File: src/rtl/flag_eval_pkg.sv
package flag_eval_pkg;

    typedef enum logic [2:0] {
        OPC_ADD  = 3'd0,
        OPC_SUB  = 3'd1,
        OPC_CMP  = 3'd2,
        OPC_MOVE = 3'd3,
        OPC_MULU = 3'd4,
        OPC_MULS = 3'd5,
        OPC_MCP  = 3'd6,
        OPC_BTST = 3'd7
    } opclass_e;

    localparam int unsigned BIT_C = 0;
    localparam int unsigned BIT_V = 1;
    localparam int unsigned BIT_Z = 2;
    localparam int unsigned BIT_N = 3;
    localparam int unsigned BIT_X = 4;

    typedef struct packed {
        logic n;
        logic z;
        logic v;
        logic c;
    } nzvc_t;

endpackage

File: src/rtl/fe_arith.sv
module fe_arith
    import flag_eval_pkg::*;
#(
    parameter int unsigned DATA_W = 32
) (
    input  logic [2:0]        size_i,
    input  logic [DATA_W-1:0] src_i,
    input  logic [DATA_W-1:0] dst_i,
    input  logic [DATA_W-1:0] res_i,
    input  logic              inv_src_i,
    input  logic              move_i,
    output nzvc_t             flags_o
);
    localparam int unsigned MSB_W = DATA_W - 1;

    logic [DATA_W-1:0] szmask;
    logic [DATA_W-1:0] src_eff;
    logic              known;
    logic              s_m, d_m, r_m, zero;
    int unsigned       top;

    always_comb begin
        known  = 1'b1;
        top    = MSB_W;
        szmask = '1;
        unique case (size_i)
            3'd1:    begin top = 7;  szmask = DATA_W'({8{1'b1}});  end
            3'd2:    begin top = 15; szmask = DATA_W'({16{1'b1}}); end
            3'd4:    begin top = MSB_W; szmask = '1;               end
            default: begin known = 1'b0;                            end
        endcase
        src_eff = inv_src_i ? ~src_i : src_i;
        s_m  = src_eff[top];
        d_m  = dst_i[top];
        r_m  = res_i[top];
        zero = ((res_i & szmask) == '0);

        flags_o = '0;
        if (known) begin
            if (move_i) begin
                flags_o.n = r_m;
                flags_o.z = zero;
            end else begin
                if (r_m) begin
                    flags_o.n = 1'b1;
                    flags_o.v = !s_m && !d_m;
                    flags_o.c = s_m && d_m;
                end else begin
                    flags_o.z = zero;
                    flags_o.v = s_m && d_m;
                    flags_o.c = s_m || d_m;
                end
                flags_o.c = flags_o.c ^ inv_src_i;
            end
        end
    end
endmodule

File: src/rtl/fe_mul.sv
module fe_mul
    import flag_eval_pkg::*;
#(
    parameter int unsigned DATA_W = 32
) (
    input  logic              signed_i,
    input  logic [DATA_W-1:0] lo_i,
    input  logic [DATA_W-1:0] hi_i,
    output nzvc_t             flags_o
);
    localparam int unsigned WIDE_W = 2 * DATA_W;

    logic [WIDE_W-1:0] wide;
    logic [DATA_W-1:0] ext;

    always_comb begin
        wide      = {hi_i, lo_i};
        ext       = {DATA_W{lo_i[DATA_W-1]}};
        flags_o   = '0;
        flags_o.z = (wide == '0);
        flags_o.n = wide[WIDE_W-1];
        flags_o.v = signed_i ? (hi_i != ext) : (hi_i != '0);
    end
endmodule

File: src/rtl/fe_btst.sv
module fe_btst
    import flag_eval_pkg::*;
#(
    parameter int unsigned DATA_W = 32,
    parameter int unsigned STAT_W = 32
) (
    input  logic [DATA_W-1:0]         val_i,
    input  logic [$clog2(DATA_W)-1:0] idx_i,
    input  logic                      legacy_i,
    input  logic [STAT_W-1:0]         stat_i,
    output logic [STAT_W-1:0]         stat_o
);
    localparam int unsigned IDX_W = $clog2(DATA_W);

    logic [DATA_W-1:0] low_mask;
    logic [STAT_W-1:0] clr;
    logic              bit_set, below_zero;

    always_comb begin
        low_mask   = {DATA_W{1'b1}} >> (IDX_W'(DATA_W - 1) - idx_i);
        bit_set    = val_i[idx_i];
        below_zero = ((val_i & low_mask) == '0);
        clr        = '0;
        clr[BIT_X] = 1'b1;
        clr[BIT_N] = 1'b1;
        clr[BIT_Z] = 1'b1;
        if (legacy_i) begin
            clr[BIT_V] = 1'b1;
            clr[BIT_C] = 1'b1;
        end
        stat_o        = stat_i & ~clr;
        stat_o[BIT_N] = bit_set;
        stat_o[BIT_Z] = below_zero;
    end
endmodule

File: src/rtl/fe_merge.sv
module fe_merge
    import flag_eval_pkg::*;
#(
    parameter int unsigned STAT_W = 32
) (
    input  logic [STAT_W-1:0] flags_i,
    input  logic [STAT_W-1:0] mask_i,
    input  logic              xmode_i,
    input  logic [STAT_W-1:0] stat_i,
    output logic [STAT_W-1:0] stat_o
);
    logic [STAT_W-1:0] eff;

    always_comb begin
        eff        = mask_i;
        eff[BIT_X] = 1'b1;
        if (xmode_i && flags_i[BIT_Z]) begin
            eff[BIT_Z] = 1'b0;
        end
        stat_o = (stat_i & ~eff) | (flags_i & eff);
    end
endmodule

File: src/rtl/flag_eval_top.sv
module flag_eval_top
    import flag_eval_pkg::*;
#(
    parameter int unsigned DATA_W  = 32,
    parameter int unsigned STAT_W  = 32,
    parameter int unsigned R_POS   = 8,
    parameter bit          REG_OUT = 1'b1
) (
    input  logic              clk,
    input  logic              rst_n,
    input  logic [2:0]        op_i,
    input  logic [2:0]        size_i,
    input  logic [DATA_W-1:0] src_i,
    input  logic [DATA_W-1:0] dst_i,
    input  logic [DATA_W-1:0] res_i,
    input  logic [DATA_W-1:0] hi_i,
    input  logic [STAT_W-1:0] mask_i,
    input  logic              xmode_i,
    input  logic              legacy_i,
    input  logic [STAT_W-1:0] stat_i,
    output logic [STAT_W-1:0] stat_o
);
    localparam int unsigned IDX_W = $clog2(DATA_W);

    typedef struct packed {
        logic [STAT_W-1:0] stat;
    } state_t;

    opclass_e          opc;
    logic [2:0]        ar_size;
    nzvc_t             ar_f, mul_f, pick;
    logic [STAT_W-1:0] new_flags, merged, btst_stat;
    logic              is_mul;
    state_t            state_d;

    assign opc     = opclass_e'(op_i);
    assign ar_size = (opc == OPC_MCP) ? 3'd4 : size_i;
    assign is_mul  = (opc == OPC_MULU) || (opc == OPC_MULS);

    fe_arith #(.DATA_W(DATA_W)) u_arith (
        .size_i    (ar_size),
        .src_i     (src_i),
        .dst_i     (dst_i),
        .res_i     (res_i),
        .inv_src_i ((opc == OPC_SUB) || (opc == OPC_CMP)),
        .move_i    (opc == OPC_MOVE),
        .flags_o   (ar_f)
    );

    fe_mul #(.DATA_W(DATA_W)) u_mul (
        .signed_i (opc == OPC_MULS),
        .lo_i     (res_i),
        .hi_i     (hi_i),
        .flags_o  (mul_f)
    );

    fe_btst #(.DATA_W(DATA_W), .STAT_W(STAT_W)) u_btst (
        .val_i    (dst_i),
        .idx_i    (src_i[IDX_W-1:0]),
        .legacy_i (legacy_i),
        .stat_i   (stat_i),
        .stat_o   (btst_stat)
    );

    fe_merge #(.STAT_W(STAT_W)) u_merge (
        .flags_i (new_flags),
        .mask_i  (mask_i),
        .xmode_i (xmode_i),
        .stat_i  (stat_i),
        .stat_o  (merged)
    );

    always_comb begin
        pick             = is_mul ? mul_f : ar_f;
        new_flags        = '0;
        new_flags[BIT_N] = pick.n;
        new_flags[BIT_Z] = pick.z;
        new_flags[BIT_V] = pick.v;
        if (opc == OPC_MCP) begin
            new_flags[R_POS] = pick.c;
        end else begin
            new_flags[BIT_C] = pick.c;
        end
        state_d.stat = (opc == OPC_BTST) ? btst_stat : merged;
    end

    generate
        if (REG_OUT) begin : g_reg
            state_t state_q;
            always_ff @(posedge clk or negedge rst_n) begin
                if (!rst_n) state_q <= '0;
                else        state_q <= state_d;
            end
            assign stat_o = state_q.stat;


            reg_latency_chk: assert property (@(posedge clk) disable iff (!rst_n)
                1'b1 |=> (stat_o == $past(state_d.stat)));
        end else begin : g_comb
            assign stat_o = state_d.stat;
        end
    endgenerate


    x_cleared_chk: assert property (@(posedge clk) disable iff (!rst_n)
        (opc != OPC_BTST) |-> !state_d.stat[BIT_X]);


    outside_kept_chk: assert property (@(posedge clk) disable iff (!rst_n)
        (opc != OPC_BTST) |->
        (((state_d.stat ^ stat_i) & ~(mask_i | (STAT_W'(1) << BIT_X))) == '0));


    sticky_z_chk: assert property (@(posedge clk) disable iff (!rst_n)
        (opc != OPC_BTST && xmode_i && !stat_i[BIT_Z]) |-> !state_d.stat[BIT_Z]);


    mulu_overflow_chk: assert property (@(posedge clk) disable iff (!rst_n)
        (opc == OPC_MULU && hi_i != '0 && mask_i[BIT_V]) |-> state_d.stat[BIT_V]);


    btst_x_chk: assert property (@(posedge clk) disable iff (!rst_n)
        (opc == OPC_BTST) |-> !state_d.stat[BIT_X]);
endmodule

File: config.mk
export PLATFORM = sky130hd
export DESIGN_NAME = flag_eval_top
export DESIGN_NICKNAME = d
export VERILOG_FILES = /design/src/rtl/flag_eval_pkg.sv /design/src/rtl/fe_arith.sv /design/src/rtl/fe_mul.sv /design/src/rtl/fe_btst.sv /design/src/rtl/fe_merge.sv /design/src/rtl/flag_eval_top.sv
export SDC_FILE = /design/constraint.sdc
export NUM_CORES = 1
export LEC_CHECK = 0
export ABC_CLOCK_PERIOD_IN_PS = 800
export CORE_MARGIN = 4
export CORE_UTILIZATION = 25
export DETAILED_ROUTE_END_ITERATION = 8
export PLACE_DENSITY_LB_ADDON = 0.1
export REMOVE_ABC_BUFFERS = 1
export SLEW_MARGIN = 20
export SYNTH_ARGS = -nofsm -noshare
export SYNTH_HDL_FRONTEND = slang
export SYNTH_SLANG_ARGS = --single-unit
File: constraint.sdc
create_clock -name clk -period 0.8 [get_ports clk]
set_input_delay 0.08 -clock clk [delete_from_list [all_inputs] [get_ports clk]]
set_output_delay 0.08 -clock clk [all_outputs]
set_load 0.01 [all_outputs]
==> results.sh <==
export IMPL_track_usage=0.184
export IMPL_wl_met2_um=5260
export IMPL_violations="negative setup slack"
export IMPL_clk_pin_slew_ps=60
export IMPL_grt_pass1_wl_um=16800
export IMPL_synthTopCellsByArea="dfrtp_1 32%, mux4_2 9.4%, a21boi_0 8.1%"
export IMPL_intPower_uw=4020
export IMPL_largest_register_ffs=31
export IMPL_portBuffers=206
export IMPL_globalplace_congestion=0.879
export IMPL_combinationalPowerShare=0.407
export IMPL_synth_warnings=0
export IMPL_syn_area_mm2=0.00240
export IMPL_grt_max_degree=32
export IMPL_leakage_uw=0.00229
export IMPL_end_kind="flip-flop"
export IMPL_hpwl_um=8770
export IMPL_met1_length_um=4110
export IMPL_hold_path_class="input pin to async pin"
export IMPL_vias_per_cell=5.04
export IMPL_cts_tree="yes"
export IMPL_root_buffer="clkbuf_8"
export IMPL_numCtsBuffers=5
export IMPL_status="finished, violations left"
export IMPL_rsz0062_at_grt="true"
export IMPL_dieWidth_um=106
export IMPL_synthArstFlopShare=1.00
export IMPL_period_share=1.85
export IMPL_clkPwrFrac=0.282
export IMPL_final_min_clock_period_ps=1480
export IMPL_routed_wl_met3_um=1100
export IMPL_antenna_found_initial=0
export IMPL_cp_max_fo=7
export IMPL_p_sw_frac=0.266
export IMPL_yosys_most_used_dff="dfrtp_1"
export IMPL_routed_wl_um=10700
export IMPL_ys_types=58
export IMPL_numClockSinks=31
export IMPL_critPathRequiredTime_ps=1010
export IMPL_die_area_mm2=0.0112
export IMPL_top_layer_used="met4"
export IMPL_grt_overflow=0
export IMPL_layout_setup_ws_ps=-679
export IMPL_synth_top_area_cell="dfrtp_1"
export IMPL_power_total_uw=5480
export IMPL_fin_nets=715
export IMPL_fmax_mhz=676
export IMPL_maxSlewViolCount=0
export IMPL_drtIter0Drc=117
export IMPL_die_h_um=106
export IMPL_ys_ff_latch=31
export IMPL_drv_cap=0
export IMPL_avgSynthCellArea_um2=9.45
export IMPL_synth_most_common_cell="dfrtp_1"
export IMPL_seqPwrFrac=0.311
export IMPL_synth_top_area_frac=0.323
export IMPL_design_core_area_mm2=0.00928
export IMPL_synth_edff_count=0
export IMPL_worst_setup_path_start_kind="input pin"
export IMPL_drive_gt1_frac=0.370
export IMPL_switching_power_uw=1460
export IMPL_syn2layout_area_growth_pct=119
export IMPL_ys_top_cells_by_count="31 x dfrtp_1, 26 x a21boi_0, 19 x nor4_1, 13 x nand4_1"
export IMPL_yosysSeqAreaShare=0.323
export IMPL_crit_arrival_ps=1690
export IMPL_pre_cts_ws_ps=-1430
export IMPL_ant_nets=0
export IMPL_rows=35
export IMPL_num_vias=3242
export IMPL_ios=234
export IMPL_hold_violations=0
export IMPL_h_tree_depth=2
export IMPL_setup_viol=36
export IMPL_cts_path_max_buffers=2
export IMPL_wire_per_inst_um=16.6
export IMPL_ir_worst_vdd_mv=0.669
export IMPL_syn_inst=254
export IMPL_grt_pass1_vias=3414
export IMPL_first_pass_iters=4
export IMPL_path_class="input pin to flip-flop"
export IMPL_power_density_mw_per_mm2=1040
export IMPL_insertedDiodeCount=0
export IMPL_start_util=0.259
export IMPL_route_detailed_drc=0
[worst max-delay path, stage by stage]
cell       delay, ps
buf_8            100
nand3b_4         170
a22o_1           250
a211oi_4         430
o22ai_4          150
a2111oi_4        370
nand3b_1         140
[per-layer routing]
metal	global-route usage	vias to the layer above
li1	-	1535
met1	0.210	1496
met2	0.331	192
met3	0.0583	19
met4	0.0518	0
met5	0	-
[cell families (layout without fill, tap and decap cells)]
logic type / after synthesis / count (layout) / synth area share
other: 1 / 1 / 0.00156
AOI/OAI and AO/OA: 97 / 97 / 0.301
muxes: 12 / 12 / 0.102
adders and majority gates: 1 / 1 / 0.00417
and+or+nand+nor: 83 / 83 / 0.206
xor gates and xnor gates: 2 / 2 / 0.00730
buffers and inverters: 27 / 287 / 0.0552
DFF: 31 / 31 / 0.323
[worst max path at each step]
stage / startpoint / end / slack [ps] / depth (start not counted)
floorplan: op_i[2] / stat_o[2] / -720 / 6
global placement: size_i[0] / stat_o[2] / -1350 / 7
detailed placement: size_i[0] / stat_o[0] / -1430 / 8
CTS: op_i[0] / stat_o[8] / -670 / 7
global route: op_i[0] / stat_o[0] / -740 / 7
finish: op_i[0] / stat_o[0] / -680 / 7
[layout by cell type, fill, tap and decap left out, drive strengths merged, types with 3 or more instances in the layout]
cell           netlist  layout
a2111oi              3       3
a211oi               5       5
a21boi              26      26
a21o                 3       3
a21oi               10      10
a41oi                3       3
and3                 4       4
buf                 11     108
clkbuf               8      21
clkdlybuf4s15        0      21
clkdlybuf4s50        0      78
dfrtp               31      31
dlygate4sd2          0      45
dlymetal6s2s         0       4
inv                  7       7
mux4                10      10
nand2               10      10
nand2b               3       3
nand3                6       6
nand3b               3       3
nand4               13      13
nor2                12      12
nor4                19      19
o211ai               5       5
o21a                 4       4
o21ai               15      15
o22ai                5       5
o41ai                4       4
[layout make-up]
class	count	area [µm²]
Tap cell	129	161
Inverter	8	31.3
Sequential cell	31	776
Clock buffer	6	82.6
Multi-Input combinational cell	196	1790
Clock inverter	2	35.0
Timing Repair Buffer	271	2400
Fill cell	863	4020
[what timing repair did]
action,in CTS,in global routing
hold buffers,0,0
gates resized for setup,344,72
buffers inserted,4,2
pin swaps,51,31
endpoints found under the setup margin,62,51
[power groups by stage]
stage / Sequential [µW] / Combinational [µW] / Clock (µW)
final: 1700 / 2230 / 1550
after global routing: 1710 / 2400 / 1680
after CTS: 1700 / 2130 / 1610
after detailed placement: 1720 / 2180 / 0
after global placement: 1720 / 2150 / 0
after floorplan: 1780 / 512 / 0
[through the flow]
step                hold WS [ps]  cells  utilization  area [µm²]  setup TNS (ps)
finish                       188    643        0.567        5270           -4390
global route                 193    643        0.567        5270           -5760
CTS                          180    641        0.553        5130           -4740
detailed placement           473    629        0.536        4980          -30700
global placement             474    629        0.536        4980          -29860
floorplan                   -216    235            -        2300           -6450
No activity file was read; power rests on OpenSTA's default activity.
